File: config.mk
export PLATFORM = sky130hd
export DESIGN_NAME = tx_pad_fcs
export DESIGN_NICKNAME = d
export VERILOG_FILES = /design/src/rtl/tx_pad_fcs_pkg.sv /design/src/rtl/tx_pad_fcs_ctrl.sv /design/src/rtl/tx_pad_fcs_datapath.sv /design/src/rtl/tx_pad_fcs.sv
export SDC_FILE = /design/constraint.sdc
export NUM_CORES = 1
export LEC_CHECK = 0
export BUFFER_PORTS_ARGS = -buffer_cell sky130_fd_sc_hd__buf_2
export CAP_MARGIN = 10
export CORE_ASPECT_RATIO = 2
export CORE_UTILIZATION = 45
export CTS_BUF_LIST = sky130_fd_sc_hd__clkbuf_8
export DETAILED_ROUTE_END_ITERATION = 10
export GPL_TIMING_DRIVEN = 0
export PLACE_DENSITY = 0.67
export RECOVER_POWER = 100
export SKIP_LAST_GASP = 1
export SLEW_MARGIN = 20
export SYNTH_ARGS = -nofsm -noshare
export SYNTH_HDL_FRONTEND = slang
export SYNTH_SLANG_ARGS = --single-unit
File: constraint.sdc
create_clock -name clk -period 3.6 [get_ports clk]
set_input_delay 0.54 -clock clk [delete_from_list [all_inputs] [get_ports clk]]
set_output_delay 0.54 -clock clk [all_outputs]
set_load 0.02 [all_outputs]
File: src/rtl/tx_pad_fcs_pkg.sv
package tx_pad_fcs_pkg;

  localparam int BYTE_W    = 8;
  localparam int CRC_W     = 32;
  localparam int FCS_BYTES = CRC_W / BYTE_W;
  localparam int IDX_W     = $clog2(FCS_BYTES);
  localparam logic [CRC_W-1:0] CRC_POLY = 32'hEDB88320;

  typedef enum logic [1:0] {
    ST_DATA = 2'd0,
    ST_PAD  = 2'd1,
    ST_FCS  = 2'd2
  } txPhase_e;

  // strobes from control to datapath
  typedef struct packed {
    logic             crcClear;
    logic             crcUpdate;
    logic             selPad;
    logic             selFcs;
    logic [IDX_W-1:0] fcsIdx;
  } dpStrobes_t;

  // one byte of reflected CRC, LSB first, one shift per bit
  function automatic logic [CRC_W-1:0] crcStepByte(input logic [CRC_W-1:0] crcIn,
                                                   input logic [BYTE_W-1:0] dataIn);
    logic [CRC_W-1:0] acc;
    acc = crcIn ^ {{(CRC_W-BYTE_W){1'b0}}, dataIn};
    for (int b = 0; b < BYTE_W; b++) begin
      acc = acc[0] ? ((acc >> 1) ^ CRC_POLY) : (acc >> 1);
    end
    return acc;
  endfunction

endpackage

File: src/rtl/tx_pad_fcs_ctrl.sv
module tx_pad_fcs_ctrl
  import tx_pad_fcs_pkg::*;
#(
  parameter int MIN_LEN = 60,
  parameter int MAX_LEN = 2047
) (
  input  logic       clk,
  input  logic       rstN,
  input  logic       inValid,
  input  logic       inLast,
  input  logic       inNoCrc,
  input  logic       outReady,
  output logic       inReady,
  output logic       outValid,
  output logic       outLast,
  output dpStrobes_t strb
);

  localparam int CNT_W = $clog2(MAX_LEN + 1);
  localparam logic [IDX_W-1:0] LAST_IDX = IDX_W'(FCS_BYTES - 1);

  txPhase_e         phase;
  logic             firstByte;
  logic             noCrcHeld;
  logic [CNT_W-1:0] byteCnt;
  logic [IDX_W-1:0] fcsIdx;

  logic             noCrcEff;
  logic [CNT_W-1:0] cntInc;
  logic [CNT_W-1:0] cntAfter;
  logic             xfer;

  assign noCrcEff = firstByte ? inNoCrc : noCrcHeld;
  assign cntInc   = byteCnt + CNT_W'(1);
  assign cntAfter = firstByte ? CNT_W'(1)
                  : ((byteCnt == CNT_W'(MAX_LEN)) ? byteCnt : cntInc);

  always_comb begin
    inReady        = 1'b0;
    outValid       = 1'b0;
    outLast        = 1'b0;
    xfer           = 1'b0;
    strb           = '0;
    strb.fcsIdx    = fcsIdx;
    unique case (phase)
      ST_DATA: begin
        inReady        = outReady;
        outValid       = inValid;
        outLast        = inLast && noCrcEff;
        xfer           = inValid && outReady;
        strb.crcUpdate = xfer && !noCrcEff;
      end
      ST_PAD: begin
        outValid       = 1'b1;
        strb.selPad    = 1'b1;
        xfer           = outReady;
        strb.crcUpdate = xfer;
      end
      ST_FCS: begin
        outValid       = 1'b1;
        strb.selFcs    = 1'b1;
        outLast        = (fcsIdx == LAST_IDX);
        xfer           = outReady;
        strb.crcClear  = xfer && (fcsIdx == LAST_IDX);
      end
      default: ;
    endcase
  end

  always_ff @(posedge clk) begin
    if (!rstN) begin
      phase     <= ST_DATA;
      firstByte <= 1'b1;
      noCrcHeld <= 1'b0;
      byteCnt   <= '0;
      fcsIdx    <= '0;
    end else begin
      unique case (phase)
        ST_DATA: if (xfer) begin
          if (firstByte) noCrcHeld <= inNoCrc;
          byteCnt   <= cntAfter;
          firstByte <= inLast;
          fcsIdx    <= '0;
          if (inLast && !noCrcEff) begin
            phase <= (cntAfter < CNT_W'(MIN_LEN)) ? ST_PAD : ST_FCS;
          end
        end
        ST_PAD: if (xfer) begin
          byteCnt <= cntInc;
          if (cntInc == CNT_W'(MIN_LEN)) phase <= ST_FCS;
        end
        ST_FCS: if (xfer) begin
          fcsIdx <= fcsIdx + IDX_W'(1);
          if (fcsIdx == LAST_IDX) begin
            phase     <= ST_DATA;
            firstByte <= 1'b1;
          end
        end
        default: phase <= ST_DATA;
      endcase
    end
  end

  // padding never runs past the minimum length
  p_pad_bound_r3: assert property (@(posedge clk) disable iff (!rstN)
    (phase == ST_PAD) |-> (byteCnt < CNT_W'(MIN_LEN)));

  // check bytes start only once the frame has reached the minimum length
  p_fcs_min_len_r4: assert property (@(posedge clk) disable iff (!rstN)
    (phase == ST_FCS) |-> (byteCnt >= CNT_W'(MIN_LEN)));

  // a no-CRC frame never enters the tail
  p_tail_crc_mode_r5: assert property (@(posedge clk) disable iff (!rstN)
    (phase != ST_DATA) |-> !noCrcHeld);

  // after the final check byte the block waits for a new frame
  p_tail_return_r6: assert property (@(posedge clk) disable iff (!rstN)
    (phase == ST_FCS && outReady && fcsIdx == LAST_IDX) |=> (phase == ST_DATA && firstByte));

endmodule

File: src/rtl/tx_pad_fcs_datapath.sv
module tx_pad_fcs_datapath
  import tx_pad_fcs_pkg::*;
(
  input  logic              clk,
  input  logic              rstN,
  input  dpStrobes_t        strb,
  input  logic [BYTE_W-1:0] inData,
  output logic [BYTE_W-1:0] outData
);

  logic [CRC_W-1:0]  crcReg;
  logic [BYTE_W-1:0] fcsLane [FCS_BYTES];

  for (genvar g = 0; g < FCS_BYTES; g++) begin : g_lane
    assign fcsLane[g] = ~crcReg[g*BYTE_W +: BYTE_W];
  end

  always_comb begin
    if (strb.selFcs)      outData = fcsLane[strb.fcsIdx];
    else if (strb.selPad) outData = '0;
    else                  outData = inData;
  end

  always_ff @(posedge clk) begin
    if (!rstN || strb.crcClear) crcReg <= '1;
    else if (strb.crcUpdate)    crcReg <= crcStepByte(crcReg, outData);
  end

  // the register is frozen while its own check bytes go out
  p_no_update_in_fcs_r2: assert property (@(posedge clk) disable iff (!rstN)
    strb.crcUpdate |-> !strb.selFcs);

  // zero fill and check output are never selected together
  p_sel_exclusive_r3: assert property (@(posedge clk) disable iff (!rstN)
    !(strb.selPad && strb.selFcs));

endmodule

File: src/rtl/tx_pad_fcs.sv
module tx_pad_fcs
  import tx_pad_fcs_pkg::*;
#(
  parameter int MIN_LEN = 60,
  parameter int MAX_LEN = 2047
) (
  input  logic       clk,
  input  logic       rstN,
  input  logic [7:0] inData,
  input  logic       inValid,
  input  logic       inLast,
  input  logic       inNoCrc,
  output logic       inReady,
  output logic [7:0] outData,
  output logic       outValid,
  output logic       outLast,
  input  logic       outReady
);

  dpStrobes_t strb;

  tx_pad_fcs_ctrl #(
    .MIN_LEN (MIN_LEN),
    .MAX_LEN (MAX_LEN)
  ) ctrl_i (
    .clk      (clk),
    .rstN     (rstN),
    .inValid  (inValid),
    .inLast   (inLast),
    .inNoCrc  (inNoCrc),
    .outReady (outReady),
    .inReady  (inReady),
    .outValid (outValid),
    .outLast  (outLast),
    .strb     (strb)
  );

  tx_pad_fcs_datapath dp_i (
    .clk     (clk),
    .rstN    (rstN),
    .strb    (strb),
    .inData  (inData),
    .outData (outData)
  );

  // a stalled tail byte is held until taken
  p_tail_stable_r7: assert property (@(posedge clk) disable iff (!rstN)
    ((strb.selPad || strb.selFcs) && !outReady) |=> (outValid && $stable(outData)));

  // input is held off during the tail
  p_tail_blocks_input_r7: assert property (@(posedge clk) disable iff (!rstN)
    (strb.selPad || strb.selFcs) |-> !inReady);

endmodule

==> run metrics, run 1 <==
critical path's slowest cell a211oi_4; Async S/R FF share, synth 0; FMAX 0.294 GHz; DR pass1 iterations 4; r2r endpoint dp_i.crcReg[25]; CTS hold repair buffers 0; die area 8510 µm²; Final Hold Vio Count 0; R2R Path Start ctrl_i.phase[0]; post-CTS sizing 0; most used cell, CP a21oi_1; RSZ-0062 raised after global routing false; Setup crit end kind flip-flop; worst-path fanout max 10; initial cell density of the core 0.464; ANT nets after route 0; Hold Path Class flip-flop to flip-flop; Setup TNS Final 0 ps; sequential area share after synthesis 0.268; Layout area overhead 8.32%; all-layer global routing usage 0.259; fill count 792; Post-Place Worst Slack 376 ps; Syn Std Cell Area 3650 µm²; register bit total from synthesis 49; worst-skew pair later-pin latency 320 ps; clock sinks 49; dpl cell area 3890 µm²; placed cell count 547; delay of the slowest critical-path stage 570 ps; drt drc 0; Die Y 129 µm; initial DRC count 160; worst r2r path cells 10; core area 7890 µm²; leakage power 1.44 nW; total chip power 4.38 mW; slew at the pin closest to its max-slew limit 1400 ps; switching portion of total power 0.487; Nets 478; antenna violations before repair 0; post-synthesis cell count 428; Vias 3319; CTS tree built; Period minus WS final 3400 ps; Rel. slew slack 0.0559; syn_nets 448; area share of the largest cell type after synthesis 0.268; fin util 0.502; Setup Fix Bufs, Post-CTS 0; Slew Limit Fails 0; Logic pwr share 0.722; row count 46; hold path endpoint dp_i.crcReg[31]; critical path cell sequence inv_1, ha_1, clkbuf_1, nor2_1, a21oi_1, a211oi_4, xor2_1, xor2_2, xnor2_1, a21oi_1; Final WS setup 204 ps; yosys warns 0; final wirelength 10400 µm; Reg power frac 0.194; Top FF cell, synth dfxtp_1; Power per Cell Area 1110 nW/µm²; port bufs 23; Overflow after GRT 0; synth cell count leaders 49 x dfxtp_1, 42 x nand2_1, 41 x a21oi_1; largest net degree at the start of global routing 17; Ports 25; Setup violations, final 0; CP Launch Type flip-flop; clock slew at reported path FFs 100 ps; CP delay by family, top compound AO/OA/AOI/OAI gates; share of layout cells above drive strength 1 0.131; max_cap viols 0; WP buf/inv 2; hold slack 521 ps; Via density 5.98; Post-synth EDFFs 0; switching power 2.13 mW; clk_skew 9.53 ps; status finished clean; power share of the clock group 0.084; DR WL/cell 18.8 µm; first-pass GRT wire length 16600 µm; DIE WIDTH 65.7 µm; final period utilization 0.943; Final Non-Filler Cells 555; HP Start dp_i.crcReg[31]; CTS root buf clkbuf_8; gp weighted congestion 0.873; TritonCTS Buffers 5; maximum vdd ir drop 780 µV; kind of critical path flip-flop to flip-flop; Pint 2.25 mW; WP depth 10; Worst Setup SP ctrl_i.phase[0]; Mean Syn Cell Area 8.54 µm²; count leader, synth dfxtp_1; reg-to-reg slack, setup 200 ps; post-synth top area cell dfxtp_1; number of global-route vias before repair 3323; post-route cell area 3960 µm²; DP HPWL 8270 µm; Hold Path Depth 2; Clock Path Buffers 2; Synth area leaders dfxtp_1 27%, xnor2_1 7.7%, a21oi_1 5.6%, nand2_1 4.3%, o211ai_1 4.1%; CP required 3780 ps; data arrival time of the worst path 3580 ps; H-tree depth 2; diode count 0; synth unique cells 65
logic make-up after synthesis:
logic type               share of synthesized area
AO/OA/AOI/OAI                                0.237
XOR/XNOR                                     0.184
adder cells (fa/ha/maj)                     0.0205
buffers and inverters                       0.0469
flip-flops                                   0.268
multiplexers                                0.0537
AND/OR/NAND/NOR                              0.190
worst min-delay path, cell delays in order (launching register included):
cell,delay [ps]
dfxtp_1,350
nand2_1,70
nand3_1,60
worst max path at each step:
stage	to	slack [ps]
6_report	dp_i.crcReg[25]	200
5_1_grt	dp_i.crcReg[4]	110
4_1_cts	dp_i.crcReg[25]	360
3_5_place_dp	dp_i.crcReg[26]	380
3_3_place_gp	dp_i.crcReg[26]	390
2_1_floorplan	dp_i.crcReg[18]	940
per-layer routing:
layer / wire, µm / GRT usage / share of wire
met5: 0 / 0 / 0
met4: 595 / 0.173 / 0.057
met3: 286 / 0.0379 / 0.027
met2: 5910 / 0.497 / 0.57
met1: 3650 / 0.239 / 0.35
power groups by stage:
stage / logic, mW / clock network [mW] / registers (mW)
after floorplan: 2.56 / 0 / 0.819
after CTS: 3.20 / 0.376 / 0.850
after detailed placement: 3.18 / 0 / 0.862
after global routing: 3.39 / 0.395 / 0.871
after global placement: 3.12 / 0 / 0.854
final: 3.16 / 0.367 / 0.851
placed cells by master (no fill, tap or decap), types with 14 or more instances in the layout:
cell,count
nand2_1,42
clkbuf_1,33
o21ai_0,23
buf_2,15
nor3_1,14
dfxtp_1,49
xor2_1,17
nor2_1,18
a21oi_1,41
xnor2_1,32
o211ai_1,20
state kept, by name (all words and copies together), names as in the netlist:
name and cells:
ctrl_i.byteCnt 11, ctrl_i.firstByte 1, ctrl_i.noCrcHeld 1, ctrl_i.fcsIdx 2, ctrl_i.phase 2, dp_i.crcReg 32
final cells by class:
cell class / count / area [µm²] / share of cell area
Clock buffer: 6 / 82.6 / 0.0209
Clock inverter: 2 / 17.5 / 0.00442
Multi-Input combinational cell: 339 / 2490 / 0.628
Inverter: 12 / 45.0 / 0.0114
Buffer: 28 / 125 / 0.0316
Timing Repair Buffer: 23 / 101 / 0.0256
Tap cell: 96 / 120 / 0.0303
Sequential cell: 49 / 981 / 0.248
Note: power is estimated with default switching activity, not from simulation.
==> run 2, diff against run 1 <==
--- a/config.mk
+++ b/config.mk
@@ -12,7 +12,7 @@
 export CTS_BUF_LIST = sky130_fd_sc_hd__clkbuf_8
 export DETAILED_ROUTE_END_ITERATION = 10
 export GPL_TIMING_DRIVEN = 0
-export PLACE_DENSITY = 0.67
+export PLACE_DENSITY = 0.58
 export RECOVER_POWER = 100
 export SKIP_LAST_GASP = 1
 export SLEW_MARGIN = 20
==> run 2 against run 1 <==
Compared with the run above:
- wire length up 3.2%
- largest cell class unchanged
- global-route usage up 1.2 points
- register-to-register slack better by 96 ps
- setup slack better by 96 ps
- core utilization up 0.32 points
- combinational power about the same
- non-clock buffer count unchanged
- first-iteration DRC count up 4.4%
- count of clock-buffer cells in the layout unchanged
- clock power up 17%
- largest power group unchanged
==> run metrics, run 2 (synthesized netlist as in run 1, its figures left out) <==
critical path cell sequence inv_1, ha_1, buf_2, nor2_1, a21oi_1, a211oi_4, xor2_1, xor2_2, xnor2_1, a21oi_1; drt drc 0; Most flops, register dp_i.crcReg; slew at the pin closest to its max-slew limit 916 ps; WP buf/inv 2; most used cell, CP a21oi_1; fin util 0.505; clock slew at reported path FFs 90 ps; H-tree depth 2; delay of the slowest critical-path stage 590 ps; leakage power 1.45 nW; diode count 0; worst r2r path cells 10; CTS hold repair buffers 0; final period utilization 0.917; post-CTS sizing 0; antenna violations before repair 0; Reg power frac 0.192; fill count 786; status finished clean; Nets 478; R2R Path Start ctrl_i.phase[0]; critical path's slowest cell a211oi_4; Clock Path Buffers 2; worst-path fanout max 10; Rel. slew slack 0.385; Layout area overhead 9.00%; Setup violations, final 0; CP Launch Type flip-flop; DR WL/cell 19.4 µm; FMAX 0.303 GHz; CTS tree built; Slew Limit Fails 0; Final Hold Vio Count 0; WP depth 10; worst-skew pair later-pin latency 320 ps; TritonCTS Buffers 5; most common cell after layout, fill and taps aside dfxtp_1; end of the critical path dp_i.crcReg[25]; share of layout cells above drive strength 1 0.129; CP delay by family, top compound AO/OA/AOI/OAI gates; Power per Cell Area 1110 nW/µm²; DR pass1 iterations 4; Hold Path Class flip-flop to flip-flop; Worst Setup SP ctrl_i.phase[0]; largest net degree at the start of global routing 15; initial DRC count 167; switching portion of total power 0.478; Setup Fix Bufs, Post-CTS 0; commonest cells after routing, fill and taps aside 49 x dfxtp_1, 42 x nand2_1, 41 x a21oi_1, 33 x clkbuf_1, 32 x xnor2_1; DIE WIDTH 65.7 µm; all-layer global routing usage 0.271; Period minus WS final 3300 ps; data arrival time of the worst path 3480 ps; CP required 3780 ps; Logic pwr share 0.711; switching power 2.12 mW; reg-to-reg slack, setup 300 ps; ANT nets after route 0; core area 7890 µm²; Ports 25; Setup crit end kind flip-flop; die area 8510 µm²; DP HPWL 8540 µm; maximum vdd ir drop 709 µV; r2r endpoint dp_i.crcReg[25]; first-pass GRT wire length 17100 µm; number of global-route vias before repair 3359; Vias 3298; Via density 5.94; Setup TNS Final 0 ps; kind of critical path flip-flop to flip-flop; gp weighted congestion 0.864; clk_skew 13.9 ps; initial cell density of the core 0.464; final wirelength 10800 µm; RSZ-0062 raised after global routing false; clock sinks 49; Largest register FFs 32; CTS root buf clkbuf_8; Die Y 129 µm; row count 46; Overflow after GRT 0; power share of the clock group 0.097; max_cap viols 0; port bufs 23; Pint 2.32 mW; Top Registers dp_i.crcReg x32, ctrl_i.byteCnt x11
## run 2: worst min-delay path by stage
stage	startpoint	end	slack [ps]	depth (start not counted)
floorplan	dp_i.crcReg[31]	dp_i.crcReg[31]	470	2
global placement	dp_i.crcReg[31]	dp_i.crcReg[31]	490	2
detailed placement	dp_i.crcReg[31]	dp_i.crcReg[31]	500	2
CTS	dp_i.crcReg[31]	dp_i.crcReg[31]	510	2
global route	dp_i.crcReg[31]	dp_i.crcReg[31]	530	2
finish	dp_i.crcReg[31]	dp_i.crcReg[31]	510	2
## run 2: cell type report
| class | count | area [µm²] | area share |
|---|---|---|---|
| multi-input combinational | 339 | 2490 | 0.626 |
| sequential | 49 | 981 | 0.246 |
| buffer | 28 | 125 | 0.0314 |
| tap | 96 | 120 | 0.0302 |
| timing repair buffer | 23 | 101 | 0.0254 |
| clock buffer | 6 | 82.6 | 0.0207 |
| inverter | 12 | 45.0 | 0.0113 |
| clock inverter | 2 | 33.8 | 0.00848 |
## run 2: stage by stage
step | worst slack, ps | instances | power, mW | area [µm²] | hold WS, ps
final | 300 | 555 | 4.44 | 3980 | 512
after global placement | 383 | 547 | 4.02 | 3890 | 489
after CTS | 320 | 555 | 4.49 | 4010 | 514
after global routing | 105 | 555 | 4.75 | 3980 | 533
after detailed placement | 328 | 547 | 4.04 | 3890 | 498
after floorplan | 940 | 428 | 3.38 | 3650 | 469
## run 2: worst min-delay path: stages, from the launching register on
cell,delay (ps)
dfxtp_1,340
nand2_1,60
nand3_1,60
## run 2: routing by layer
metal	wire length [µm]	vias to the layer above	GRT usage
met4	386	0	0.146
met3	279	26	0.0308
li1	-	1599	-
met1	3770	1605	0.252
met5	0	-	0
met2	6340	68	0.541
## run 2: power by group through the flow
stage,Combinational [mW],Sequential [mW],Clock [mW]
3_3_place_gp,3.16,0.857,0
6_report,3.16,0.851,0.431
3_5_place_dp,3.17,0.863,0
4_1_cts,3.20,0.849,0.438
2_1_floorplan,2.56,0.819,0
5_1_grt,3.42,0.874,0.458
==> run 3, diff against run 2 <==
==> constraint.sdc (replaced) <==
create_clock -name clk -period 3.8 [get_ports clk]
set_input_delay 0.57 -clock clk [delete_from_list [all_inputs] [get_ports clk]]
set_output_delay 0.57 -clock clk [all_outputs]
set_load 0.02 [all_outputs]
==> run 3 against run 2 <==
Compared with the run above:
- register-to-register slack better by 110 ps
- first-iteration DRC count up 1.8%
- clock power down 5.8%
- count of clock-buffer cells in the layout unchanged
- critical path type unchanged
- largest power group unchanged
==> run metrics, run 3 (synthesized netlist as in run 1, its figures left out) <==
status finished clean; number of global-route vias before repair 3359; reg-to-reg slack, setup 410 ps; r2r endpoint dp_i.crcReg[25]; Die Y 129 µm; initial cell density of the core 0.464; most common cell after layout, fill and taps aside dfxtp_1; CTS tree built; initial DRC count 170; FF/Latch Area 981 µm²; FMAX 0.295 GHz; fill count 785; leakage power 1.45 nW; DP HPWL 8540 µm; slew at the pin closest to its max-slew limit 1440 ps; die area 8510 µm²; commonest cells after routing, fill and taps aside 49 x dfxtp_1, 42 x nand2_1, 41 x a21oi_1, 34 x clkbuf_1, 32 x xnor2_1; port bufs 23; kind of critical path flip-flop to flip-flop; clock slew at reported path FFs 90 ps; TritonCTS Buffers 5; Top Registers dp_i.crcReg x32, ctrl_i.byteCnt x11; R2R Path Start ctrl_i.phase[0]; DIE WIDTH 65.7 µm; maximum vdd ir drop 671 µV; clk_skew 12.9 ps; Ports 25; Clock Path Buffers 2; hold path endpoint dp_i.crcReg[31]; diode count 0; Via density 5.92; CTS hold repair buffers 0; Period minus WS final 3390 ps; CTS root buf clkbuf_8; core area 7890 µm²; worst-skew pair later-pin latency 320 ps; Setup TNS Final 0 ps; Hold Path Depth 2; final wirelength 10700 µm; total chip power 4.21 mW; clock sinks 49; final period utilization 0.891; row count 46; antenna violations before repair 0; Largest register FFs 32; HP Start dp_i.crcReg[31]; Final Hold Vio Count 0; Setup crit end kind flip-flop; worst r2r path cells 11; first-pass GRT wire length 17100 µm; H-tree depth 2; Layout area overhead 9.18%; drt drc 0; ANT nets after route 0; worst-path fanout max 10; Power per Cell Area 1060 nW/µm²; DR WL/cell 19.3 µm; Rel. slew slack 0.0303; RSZ-0062 raised after global routing false; Vias 3283; CP required 3980 ps; data arrival time of the worst path 3570 ps; gp weighted congestion 0.864; max_cap viols 0; area of the multi-input gates 2500 µm²; DR pass1 iterations 4; Nets 478; Setup Fix Bufs, Post-CTS 0; largest net degree at the start of global routing 15; Slew Limit Fails 0; Setup violations, final 0; Most flops, register dp_i.crcReg; all-layer global routing usage 0.271; share of layout cells above drive strength 1 0.126; CP Launch Type flip-flop; post-CTS sizing 0; Overflow after GRT 0; Hold Path Class flip-flop to flip-flop
-- run 3: worst max-delay path by stage --
stage | endpoint | slack (ps) | from | cells past startpoint
after detailed placement | dp_i.crcReg[25] | 530 | ctrl_i.phase[0] | 10
after global placement | dp_i.crcReg[26] | 580 | ctrl_i.phase[0] | 10
after global routing | dp_i.crcReg[18] | 190 | ctrl_i.phase[1] | 8
final | dp_i.crcReg[25] | 410 | ctrl_i.phase[0] | 11
after CTS | dp_i.crcReg[25] | 520 | ctrl_i.phase[0] | 10
after floorplan | dp_i.crcReg[18] | 1140 | ctrl_i.phase[1] | 9
-- run 3: area by class of cell --
type	count	area share
Clock inverter	2	0.00847
Sequential cell	49	0.246
Timing Repair Buffer	23	0.0254
Multi-Input combinational cell	339	0.627
Buffer	28	0.0310
Inverter	12	0.0113
Clock buffer	6	0.0207
Tap cell	96	0.0301
-- run 3: per-layer routing --
layer  GRT usage  vias up  part of all wire
met5           0        -                 0
met4       0.146        0             0.039
met3      0.0308       28             0.024
met2       0.541       65              0.59
met1       0.252     1587              0.35
li1            -     1603                 -
-- run 3: per-stage QoR --
step / setup WS [ps] / hold slack, ps / cell area, µm² / instances / utilization
5_1_grt: 192 / 533 / 3990 / 555 / 0.506
3_5_place_dp: 528 / 498 / 3890 / 547 / 0.493
6_report: 415 / 512 / 3990 / 555 / 0.506
2_1_floorplan: 1140 / 469 / 3650 / 428 / -
4_1_cts: 520 / 514 / 4010 / 555 / 0.508
3_3_place_gp: 583 / 489 / 3890 / 547 / 0.493
-- run 3: where the power goes --
group	leakage [nW]	internal [mW]	switching, mW
clock network	0.0626	0.212	0.193
registers	0.401	0.654	0.153
logic	0.983	1.33	1.67
-- run 3: critical path: stages (launching register included) --
cell and delay [ps]:
dfxtp_1 350, inv_1 90, ha_1 320, clkbuf_1 380, clkbuf_1 420, or3b_2 220, nor2_1 60, a211oi_4 490
xor2_1 350, xor2_2 330, xnor2_1 170, a21oi_1 90
